`src/rtl/trace_ts_pkg.sv`:
```
package trace_ts_pkg;

  localparam int unsigned CFG_FIELD_W = 6;
  localparam int unsigned DIV_W       = 6;

  typedef struct packed {
    logic [1:0] presc;
    logic       bus_mode;
    logic       ts_en;
    logic       trace_en;
  } cfg_t;

  function automatic cfg_t cfg_from_bits(logic [CFG_FIELD_W-1:0] b);
    cfg_t c;
    c.trace_en = b[0];
    c.ts_en    = b[1];
    c.bus_mode = b[2];
    c.presc    = b[5:4];
    return c;
  endfunction

  function automatic logic [CFG_FIELD_W-1:0] cfg_to_bits(cfg_t c);
    logic [CFG_FIELD_W-1:0] b;
    b    = '0;
    b[0] = c.trace_en;
    b[1] = c.ts_en;
    b[2] = c.bus_mode;
    b[5:4] = c.presc;
    return b;
  endfunction

  // terminal divider value: ratio 4^code minus one
  function automatic logic [DIV_W-1:0] presc_last(logic [1:0] code);
    logic [DIV_W-1:0] r;
    r = DIV_W'((32'd1 << (2 * code)) - 32'd1);
    return r;
  endfunction

endpackage

```
`src/rtl/trace_ts_cfg.sv`:
```
module trace_ts_cfg
  import trace_ts_pkg::*;
#(
  parameter int unsigned CFG_W = 8
) (
  input  logic             clk_i,
  input  logic             rst_ni,
  input  logic             we_i,
  input  logic             priv_i,
  input  logic [CFG_W-1:0] wdata_i,
  output cfg_t             cfg_o,
  output logic [CFG_W-1:0] rdata_o,
  output logic             presc_clr_o
);

  cfg_t cfg_q;
  cfg_t cfg_d;
  logic wr_ok;

  assign wr_ok = we_i & priv_i;
  assign cfg_d = cfg_from_bits(wdata_i[CFG_FIELD_W-1:0]);

  always_ff @(posedge clk_i or negedge rst_ni) begin
    if (!rst_ni)    cfg_q <= '0;
    else if (wr_ok) cfg_q <= cfg_d;
  end

  assign presc_clr_o = wr_ok && (cfg_d.presc != cfg_q.presc);
  assign cfg_o       = cfg_q;

  generate
    if (CFG_W > CFG_FIELD_W) begin : g_pad
      assign rdata_o = {{(CFG_W-CFG_FIELD_W){1'b0}}, cfg_to_bits(cfg_q)};
    end else begin : g_exact
      assign rdata_o = cfg_to_bits(cfg_q);
    end
  endgenerate

endmodule

```
`src/rtl/trace_ts_presc.sv`:
```
module trace_ts_presc
  import trace_ts_pkg::*;
(
  input  logic       clk_i,
  input  logic       rst_ni,
  input  logic       active_i,
  input  logic       clr_i,
  input  logic [1:0] presc_i,
  output logic       tick_o
);

  logic [DIV_W-1:0] div_q;
  logic [DIV_W-1:0] div_last;

  assign div_last = presc_last(presc_i);
  assign tick_o   = active_i && (div_q == div_last);

  always_ff @(posedge clk_i or negedge rst_ni) begin
    if (!rst_ni)                           div_q <= '0;
    else if (!active_i || clr_i || tick_o) div_q <= '0;
    else                                   div_q <= div_q + 1'b1;
  end

endmodule

```
`src/rtl/trace_ts_cnt.sv`:
```
module trace_ts_cnt #(
  parameter int unsigned CNT_W      = 16,
  parameter int unsigned IDLE_LIMIT = 2000000
) (
  input  logic             clk_i,
  input  logic             rst_ni,
  input  logic             active_i,
  input  logic             bus_mode_i,
  input  logic             tick_i,
  input  logic             emit_i,
  input  logic             activity_i,
  output logic [CNT_W-1:0] delta_o,
  output logic             delta_max_o,
  output logic             idle_hit_o
);

  localparam int unsigned IDLE_W = (IDLE_LIMIT > 1) ? $clog2(IDLE_LIMIT) : 1;
  localparam logic [IDLE_W-1:0] IDLE_LAST = IDLE_W'(IDLE_LIMIT - 1);

  logic [CNT_W-1:0]  delta_q;
  logic [IDLE_W-1:0] idle_q;

  always_ff @(posedge clk_i or negedge rst_ni) begin
    if (!rst_ni)                  delta_q <= '0;
    else if (!active_i || emit_i) delta_q <= '0;
    else if (tick_i)              delta_q <= delta_q + 1'b1;
  end

  // idle time counts only where an idle emission is possible
  always_ff @(posedge clk_i or negedge rst_ni) begin
    if (!rst_ni)                                           idle_q <= '0;
    else if (!active_i || emit_i || bus_mode_i || activity_i) idle_q <= '0;
    else                                                   idle_q <= idle_q + 1'b1;
  end

  assign delta_o     = delta_q;
  assign delta_max_o = &delta_q;
  assign idle_hit_o  = active_i && !bus_mode_i && (idle_q == IDLE_LAST);

endmodule

```
`src/rtl/trace_ts_emit.sv`:
```
module trace_ts_emit #(
  parameter int unsigned CNT_W     = 16,
  parameter int unsigned DRAIN_CYC = 4
) (
  input  logic             clk_i,
  input  logic             rst_ni,
  input  logic             active_i,
  input  logic             trace_en_i,
  input  logic             bus_mode_i,
  input  logic             pkt_wr_i,
  input  logic             bus_act_i,
  input  logic             tick_i,
  input  logic [CNT_W-1:0] delta_i,
  input  logic             delta_max_i,
  input  logic             idle_hit_i,
  output logic             emit_o,
  output logic             activity_o,
  output logic             ts_valid_o,
  output logic [CNT_W-1:0] ts_delta_o,
  output logic             ts_ovf_o,
  output logic             busy_o
);

  localparam int unsigned DRAIN_W = $clog2(DRAIN_CYC + 1);

  logic               ovf_hit;
  logic               trig_hit;
  logic               pkt_acc;
  logic               valid_q;
  logic               ovf_q;
  logic [CNT_W-1:0]   val_q;
  logic [DRAIN_W-1:0] drain_q;

  assign activity_o = bus_mode_i ? bus_act_i : pkt_wr_i;
  assign ovf_hit    = tick_i && delta_max_i;
  assign trig_hit   = active_i && activity_o && (delta_i != '0);
  assign emit_o     = ovf_hit || trig_hit || idle_hit_i;
  assign pkt_acc    = trace_en_i && pkt_wr_i;

  always_ff @(posedge clk_i or negedge rst_ni) begin
    if (!rst_ni) begin
      valid_q <= 1'b0;
      ovf_q   <= 1'b0;
      val_q   <= '0;
    end else begin
      valid_q <= emit_o;
      ovf_q   <= ovf_hit;
      if (emit_o) val_q <= ovf_hit ? '1 : delta_i;
    end
  end

  always_ff @(posedge clk_i or negedge rst_ni) begin
    if (!rst_ni)               drain_q <= '0;
    else if (pkt_acc || emit_o) drain_q <= DRAIN_W'(DRAIN_CYC);
    else if (drain_q != '0)    drain_q <= drain_q - 1'b1;
  end

  assign ts_valid_o = valid_q;
  assign ts_ovf_o   = ovf_q;
  assign ts_delta_o = valid_q ? val_q : '0;
  assign busy_o     = (drain_q != '0);

endmodule

```
`src/rtl/trace_ts_gen.sv`:
```
module trace_ts_gen
  import trace_ts_pkg::*;
#(
  parameter int unsigned CFG_W      = 8,
  parameter int unsigned CNT_W      = 16,
  parameter int unsigned IDLE_LIMIT = 2000000,
  parameter int unsigned DRAIN_CYC  = 4
) (
  input  logic             clk_i,
  input  logic             rst_ni,
  input  logic             cfg_we_i,
  input  logic             cfg_priv_i,
  input  logic [CFG_W-1:0] cfg_wdata_i,
  output logic [CFG_W-1:0] cfg_rdata_o,
  input  logic             pkt_wr_i,
  input  logic             bus_act_i,
  output logic             ts_valid_o,
  output logic [CNT_W-1:0] ts_delta_o,
  output logic             ts_ovf_o,
  output logic             busy_o
);

  cfg_t             cfg;
  logic             presc_clr;
  logic             active;
  logic             trace_en;
  logic             tick;
  logic             emit;
  logic             activity;
  logic [CNT_W-1:0] delta;
  logic             delta_max;
  logic             idle_hit;

  assign trace_en = cfg.trace_en;
  assign active   = cfg.trace_en && cfg.ts_en;

  trace_ts_cfg #(.CFG_W(CFG_W)) u_cfg (
    .clk_i       (clk_i),
    .rst_ni      (rst_ni),
    .we_i        (cfg_we_i),
    .priv_i      (cfg_priv_i),
    .wdata_i     (cfg_wdata_i),
    .cfg_o       (cfg),
    .rdata_o     (cfg_rdata_o),
    .presc_clr_o (presc_clr)
  );

  trace_ts_presc u_presc (
    .clk_i    (clk_i),
    .rst_ni   (rst_ni),
    .active_i (active),
    .clr_i    (emit || presc_clr),
    .presc_i  (cfg.presc),
    .tick_o   (tick)
  );

  trace_ts_cnt #(.CNT_W(CNT_W), .IDLE_LIMIT(IDLE_LIMIT)) u_cnt (
    .clk_i       (clk_i),
    .rst_ni      (rst_ni),
    .active_i    (active),
    .bus_mode_i  (cfg.bus_mode),
    .tick_i      (tick),
    .emit_i      (emit),
    .activity_i  (activity),
    .delta_o     (delta),
    .delta_max_o (delta_max),
    .idle_hit_o  (idle_hit)
  );

  trace_ts_emit #(.CNT_W(CNT_W), .DRAIN_CYC(DRAIN_CYC)) u_emit (
    .clk_i       (clk_i),
    .rst_ni      (rst_ni),
    .active_i    (active),
    .trace_en_i  (trace_en),
    .bus_mode_i  (cfg.bus_mode),
    .pkt_wr_i    (pkt_wr_i),
    .bus_act_i   (bus_act_i),
    .tick_i      (tick),
    .delta_i     (delta),
    .delta_max_i (delta_max),
    .idle_hit_i  (idle_hit),
    .emit_o      (emit),
    .activity_o  (activity),
    .ts_valid_o  (ts_valid_o),
    .ts_delta_o  (ts_delta_o),
    .ts_ovf_o    (ts_ovf_o),
    .busy_o      (busy_o)
  );

endmodule

```
`config.mk`:
```
export PLATFORM = sky130hd
export DESIGN_NAME = trace_ts_gen
export DESIGN_NICKNAME = d
export VERILOG_FILES = /design/src/rtl/trace_ts_pkg.sv /design/src/rtl/trace_ts_cfg.sv /design/src/rtl/trace_ts_presc.sv /design/src/rtl/trace_ts_cnt.sv /design/src/rtl/trace_ts_emit.sv /design/src/rtl/trace_ts_gen.sv
export SDC_FILE = /design/constraint.sdc
export NUM_CORES = 1
export LEC_CHECK = 0
export ABC_AREA = 1
export BUFFER_PORTS_ARGS = -buffer_cell sky130_fd_sc_hd__buf_2
export CORE_MARGIN = 1
export CORE_UTILIZATION = 40
export CTS_CLUSTER_DIAMETER = 120
export DETAILED_ROUTE_END_ITERATION = 8
export GPL_TIMING_DRIVEN = 0
export PLACE_DENSITY = 0.56
export SLEW_MARGIN = 20
export SYNTH_ARGS = -nofsm -noshare
export SYNTH_HDL_FRONTEND = slang
export SYNTH_SLANG_ARGS = --single-unit
```
`constraint.sdc`:
```
create_clock -name clk_i -period 2.6 [get_ports clk_i]
set_input_delay 0.13 -clock clk_i [delete_from_list [all_inputs] [get_ports clk_i]]
set_output_delay 0.13 -clock clk_i [all_outputs]
set_load 0.02 [all_outputs]
```
After elaboration in Yosys (flattened, before gate mapping)
Index checks and enable logic that the tools add are counted.
Word-level totals
  word-level logic and storage cells: 55
  bits of input ports: 14
  register bits: 69
  output and inout port bits: 27
Cells by class
  reduce and logical (&&, ||, !) cells: 25
  shift operators: 1
  $add $sub $neg: 5
  equal/unequal tests: 3
  mux-type cells: 9
  bitwise logic cells: 1
Operator list (count)
  16-bit 2-to-1 mux: 4
  21-bit by 1-bit adder with 21-bit output, second input constant: 1
  21-bit equality test, second input constant: 1
  21-bit 2-to-1 mux: 1
  16-bit by 1-bit adder with 16-bit output, second input constant: 1
  16-bit AND reduction: 1
  16-bit nonzero test: 1
  1-bit logical AND: 9
  1-bit logical OR: 9
  6-bit by 1-bit adder with 6-bit output, second input constant: 1
  6-bit equality test: 1
  3-bit 2-to-1 mux: 2
  6-bit 2-to-1 mux: 1
  1-bit by 3-bit left shift with 6-bit output, first input constant: 1
  6-bit by 1-bit subtractor with 6-bit output, second input constant: 1
  2-bit nonzero test: 2
  3-bit nonzero test: 1
  3-bit by 1-bit subtractor with 3-bit output, second input constant: 1
  1-bit zero test: 2
  2-bit != test: 1
  1-bit bitwise AND: 1
  1-bit 2-to-1 mux: 1

Logic depth before layout (Yosys ltp)
  word-level depth: 11
  gate-level depth with buffers: 15
  depth with buffers taken out: 14

Cells and area by module
Synthesis repeated with hierarchy kept, for this count alone.
Unflattened totals
  cells, all modules: 542
  area total of the unflattened synthesis: 4052.6 µm²
Modules (own cells, without submodules)
  trace_ts_cnt: times used 1, seq. area each 925.9 µm², area an instance 2149.6 µm², cells each 290
  trace_ts_emit: times used 1, seq. area each 525.5 µm², area an instance 1212.4 µm², cells each 164
  trace_ts_presc: times used 1, seq. area each 150.1 µm², area an instance 362.8 µm², cells each 44
  trace_ts_cfg: times used 1, seq. area each 125.1 µm², area an instance 309.0 µm², cells each 39
  trace_ts_gen: times used 1, seq. area each 0.0 µm², area an instance 18.8 µm², cells each 5

Worst setup path after synthesis
Ideal clock, no wire load.
  kind: register to register
  from: register u_cfg.cfg_q (netlist bit u_cfg.cfg_o[4])
  to: register u_cnt.delta_q[9] (netlist: u_cnt.delta_o[9])
  path buffers: 1
  stages on the path, launching flop included: 13
  data arrival time: 1858 ps
  slack: 624 ps
  clock period less this slack: 1976 ps
  library setup time: 118 ps
  data required time: 2482 ps
  path through: dfrtp_1 > inv_1 > nand2_1 > ha_1 > inv_1 > nand2_1 > nand3_1 > nor2_2 > nand2_2 > buf_6 > nor2_2 > xor2_1 > nor2_1
On the way
  cells in the longest elaborated chain, start to end: 9
  elaborated cells on any way between the ends: 10
  classes of those cells: add/sub (1); eq/ne (1); shift (1); mux (1); reduce/logical (6)
RTL lines
  from (decl): RTL line trace_ts_cfg.sv:16  | cfg_t cfg_q;
  from (signal assigned): RTL line trace_ts_cfg.sv:25  | else if (wr_ok) cfg_q <= cfg_d;
  1-bit by 3-bit left shift with 6-bit output *: RTL line trace_ts_pkg.sv:35  | r = DIV_W'((32'd1 << (2 * code)) - 32'd1);
  6-bit by 1-bit subtractor with 6-bit output *: RTL line trace_ts_pkg.sv:35
  6-bit equality test *: RTL line trace_ts_presc.sv:16  | assign tick_o = active_i && (div_q == div_last);
  1-bit logical AND *: RTL line trace_ts_presc.sv:16
  1-bit logical AND: RTL line trace_ts_emit.sv:35  | assign ovf_hit = tick_i && delta_max_i;
  1-bit logical OR (2 in series): RTL line trace_ts_emit.sv:37  | assign emit_o = ovf_hit || trig_hit || idle_hit_i;
  1-bit logical OR: RTL line trace_ts_cnt.sv:25  | else if (!active_i || emit_i) delta_q <= '0;
  16-bit 2-to-1 mux / 2-bit nonzero test (equally long branches)
  to (signal assigned): RTL line trace_ts_cnt.sv:26  | else if (tick_i) delta_q <= delta_q + 1'b1;
  to (decl): RTL line trace_ts_cnt.sv:20  | logic [CNT_W-1:0] delta_q;
Every way passes the cells marked *; elsewhere a longest branch is shown, timed or not.
A chain may end at the register's enable or synchronous reset.

Worst setup path after layout
  from: register u_cfg.cfg_q (netlist bit u_cfg.cfg_o[4])
  to: register u_cnt.idle_q[13]
On the way
  cells in the longest elaborated chain, start to end: 11
RTL lines
  1-bit by 3-bit left shift with 6-bit output: RTL line trace_ts_pkg.sv:35
  6-bit by 1-bit subtractor with 6-bit output: RTL line trace_ts_pkg.sv:35
  6-bit equality test: RTL line trace_ts_presc.sv:16
  1-bit logical AND: RTL line trace_ts_presc.sv:16
  1-bit logical AND: RTL line trace_ts_emit.sv:35
  1-bit logical OR (2 in series): RTL line trace_ts_emit.sv:37
  1-bit logical OR (3 in series): RTL line trace_ts_cnt.sv:32  | else if (!active_i || emit_i || bus_mode_i || activity_i) idle_q <= '0;
  21-bit 2-to-1 mux: RTL line trace_ts_cnt.sv:32
  to (signal assigned): RTL line trace_ts_cnt.sv:33  | else idle_q <= idle_q + 1'b1;
  to (decl): RTL line trace_ts_cnt.sv:21  | logic [IDLE_W-1:0] idle_q;
Every way passes these cells.

==> key figures <==
Final layout
  • Layout cells sized above 1: 18.0%
  • Final net count: 628
  • N_diodes: 0
  • Final core occ: 47.2%
  • Area Growth Syn to Fin: 14.8%

Clocking
  • Setup bufs post-CTS: 0
  • Num CTS Buffers: 9
  • Clock Path Buffers: 2
  • Hold_buf cts: 1
  • CTS root buffer: clkbuf_8
  • Resized Gates After CTS: 0
  • Clk Latency, worst-skew pair: 0.35 ns
  • Reg clk slew, reported paths: 0.08 ns
  • # H-tree levels: 3
  • Clk sinks: 69
  • CTS tree: built

Logic synthesis
  • Top_reg_cell synth: dfrtp_1
  • Main combinational cell family by area after synthesis: simple AND/OR/NAND/NOR gates
  • Adder-Cell Fraction of Synth Area: 2.06%
  • Post-synthesis simple-gate area fraction: 35.0%
  • Synth cell types: 32
  • Mux cell area share after synthesis: 0.265%
  • Syn Area/Cell: 7.61 µm²
  • XOR/XNOR Fraction of Synth Area: 5.36%
  • Post-Syn Area: 4250 µm²
  • Synthesis-stage register bit count: 69
  • Post-synth EDFFs: 0
  • Post-Syn Instances: 558
  • Yosys warning total: 0
  • Post-synthesis sequential area ratio: 40.6%
  • Compound-Gate Fraction of Synth Area: 5.15%
  • Post-synth ARST share: 100%

Placed design
  • Port Buffers: 34
  • Dpl hpwl: 6600 µm
  • Routability cong.: 0.864

Route
  • Drt initial violations: 159
  • Drt wl/cell: 11.5 µm
  • Routed vias/inst: 4.68
  • Drt pass-1 iters: 5
  • Final WL: 8630 µm
  • DRC Markers: 0
  • Via count: 3501
  • Antenna Nets Post-Route: 0

Floorplanning
  • Die Y: 105 µm
  • Initial core utilization: 41.2%
  • Core Box Area: 10300 µm²
  • Die area: 11000 µm²
  • Die extent in x: 105 µm
  • Number of cell rows: 37
  • # IOs: 41

STA
  • Worst Max-Slew Pin Slew: 0.677 ns
  • Tcrit/Tclk final: 83.3%
  • Final min period: 2.17 ns
  • RSZ-0062 raised after global routing: false
  • Highest clock rate: 462 MHz
  • Final Slew Violations: 0
  • Setup TNS: 0 ns
  • Slew Limit Headroom: 54.9%
  • Final setup viols: 0
  • Final Hold Vio Count: 0
  • Skew final: 0.0158 ns

Power
  • Combinational Power Share: 14.3%
  • P_int: 1910 µW
  • Leak: 0.00224 µW
  • Maximum VDD drop: 351 µV
  • P_sw: 683 µW
  • Clock power share: 41.3%
  • Switching share of power: 26.4%
  • Flop pwr share: 44.3%
  • Cell Pwr Density: 531 nW/µm²
  • Tot Pwr: 2590 µW

Setup path
  • Worst setup SP type: flop
  • R2r startpoint: u_cfg.cfg_o[4]
  • CP Class: flop to flop
  • Required @ worst endpoint: 2.80 ns
  • Worst reg-to-reg path cell count: 11
  • R2R Setup Slk: 0.43 ns
  • CP Capture Type: flop
  • Reg-to-Reg End: u_cnt.idle_q[13]
  • Critical path origin: u_cfg.cfg_o[4]
  • Max Fanout on Critical Path: 10
  • Crit path DAT: 2.37 ns
  • Critical path endpoint: u_cnt.idle_q[13]

Job
  • Max Cap Viol: 0

Global route
  • All-Layer GR Usage: 17.4%
  • First-pass GRT wire length: 15300 µm
  • Initial antenna violation count: 0
  • Largest net degree at the start of global routing: 43
  • Vias in the first global route: 3340
  • Gr ovfl total: 0

Hold path
  • Worst min path class: input port to flop
  • Hold path cells: 2

Status
  • Outcome: complete, no violations
## worst min path at each step
stage / startpoint / endpoint / slack [ns]
after floorplan: rst_ni / u_cfg.cfg_o[0] / -0.17
after global placement: cfg_wdata_i[1] / u_cfg.cfg_o[1] / 0.36
after detailed placement: rst_ni / u_emit.val_q[11] / 0.08
after CTS: pkt_wr_i / u_emit.drain_q[2] / 0.006
after global routing: cfg_wdata_i[1] / u_cfg.cfg_o[1] / 0.006
final: cfg_wdata_i[1] / u_cfg.cfg_o[1] / 0.02
## cell usage after synthesis (2+ instances only)
cell type  count  area, µm²
clkbuf_1       4       15.0
xor2_1        18        158
nand2_2        5       31.3
nor2_2         9       56.3
xnor2_1        8       70.1
o21ai_0        6       30.0
nand3_4        3       52.6
inv_1         89        334
nor3_1        18       90.1
buf_6          8       90.1
ha_1           7       87.6
nand2_1      145        544
a21oi_1        8       40.0
nand4_1       10       62.6
buf_4          5       37.5
a21oi_2        3       26.3
o21bai_1       2       15.0
inv_2          3       11.3
o21ai_1       18       90.1
nand3_1       28        140
nor3_2        14        140
nor2_1        63        236
dfrtp_1       69       1730
nor2_4         7       78.8
## placed cells by master, fill, tap and decap left out, drive strengths merged
cell type	instances
nor3	33
o2111ai	1
nor3b	1
nand3	31
xnor2	8
dfrtp	69
clkinv	1
buf	48
dlygate4sd3	1
nand3b	1
mux2	1
conb	3
o21ai	25
o21bai	2
xor2	18
inv	92
a21oi	11
bufinv	3
nand4	11
ha	7
clkbuf	16
nor2	79
nand2	150
## area by class of cell
| type | instances | area [µm²] |
|---|---|---|
| Fill cell | 1043 | 5450 |
| Multi-Input combinational cell | 382 | 2040 |
| Sequential cell | 69 | 1730 |
| Inverter | 92 | 345 |
| Timing Repair Buffer | 36 | 210 |
| Tap cell | 136 | 170 |
| Clock buffer | 12 | 145 |
| Buffer | 17 | 143 |
| Clock inverter | 4 | 95.1 |
## logic make-up after synthesis
group,Yosys count
AO/OA/AOI/OAI,39
AND/OR/NAND/NOR,306
flip-flops,69
XOR/XNOR,26
buffers and inverters,109
adder cells (fa/ha/maj),7
multiplexers,1
other,1
## power by group through the flow
| stage | sequential [µW] | clock [µW] | combinational, µW |
|---|---|---|---|
| after global placement | 1170 | 0 | 363 |
| after global routing | 1160 | 1150 | 437 |
| after CTS | 1150 | 1100 | 380 |
| after detailed placement | 1170 | 0 | 378 |
| after floorplan | 1170 | 0 | 266 |
| final | 1150 | 1070 | 371 |
## critical path, cell delays in order (launching register included)
cell	delay (ns)
dfrtp_1	0.48
inv_1	0.14
nand2_1	0.11
ha_1	0.31
inv_1	0.04
nand2_1	0.06
nand3_1	0.11
nor2_2	0.18
nand3_4	0.15
nand4_4	0.17
buf_6	0.20
nor3_2	0.05
## metrics by stage
step	cells	cell area [µm²]	hold WS [ns]	setup WS (ns)
6_report	748	4880	0.0208	0.433
5_1_grt	748	4880	0.00577	0.228
4_1_cts	748	4880	0.00576	0.393
3_5_place_dp	731	4630	0.0776	0.405
3_3_place_gp	730	4600	0.361	0.456
2_1_floorplan	560	4260	-0.166	0.624
## layer usage
layer | global-route usage [%] | wire [µm] | up-vias
met3 | 2.62 | 392 | 13
met4 | 6.64 | 133 | 0
li1 | - | - | 1822
met5 | 0 | 0 | -
met2 | 28.1 | 3830 | 79
met1 | 23.6 | 4280 | 1587
## registers in the layout, indices dropped and copies added (netlist names)
name               flops
u_presc.div_q          6
u_cnt.delta_o         16
u_cnt.idle_q          21
u_emit.drain_q         3
u_emit.ts_ovf_o        1
u_emit.val_q          16
u_cfg.cfg_o            5
u_emit.ts_valid_o      1
(Power assumes the default switching activity.)
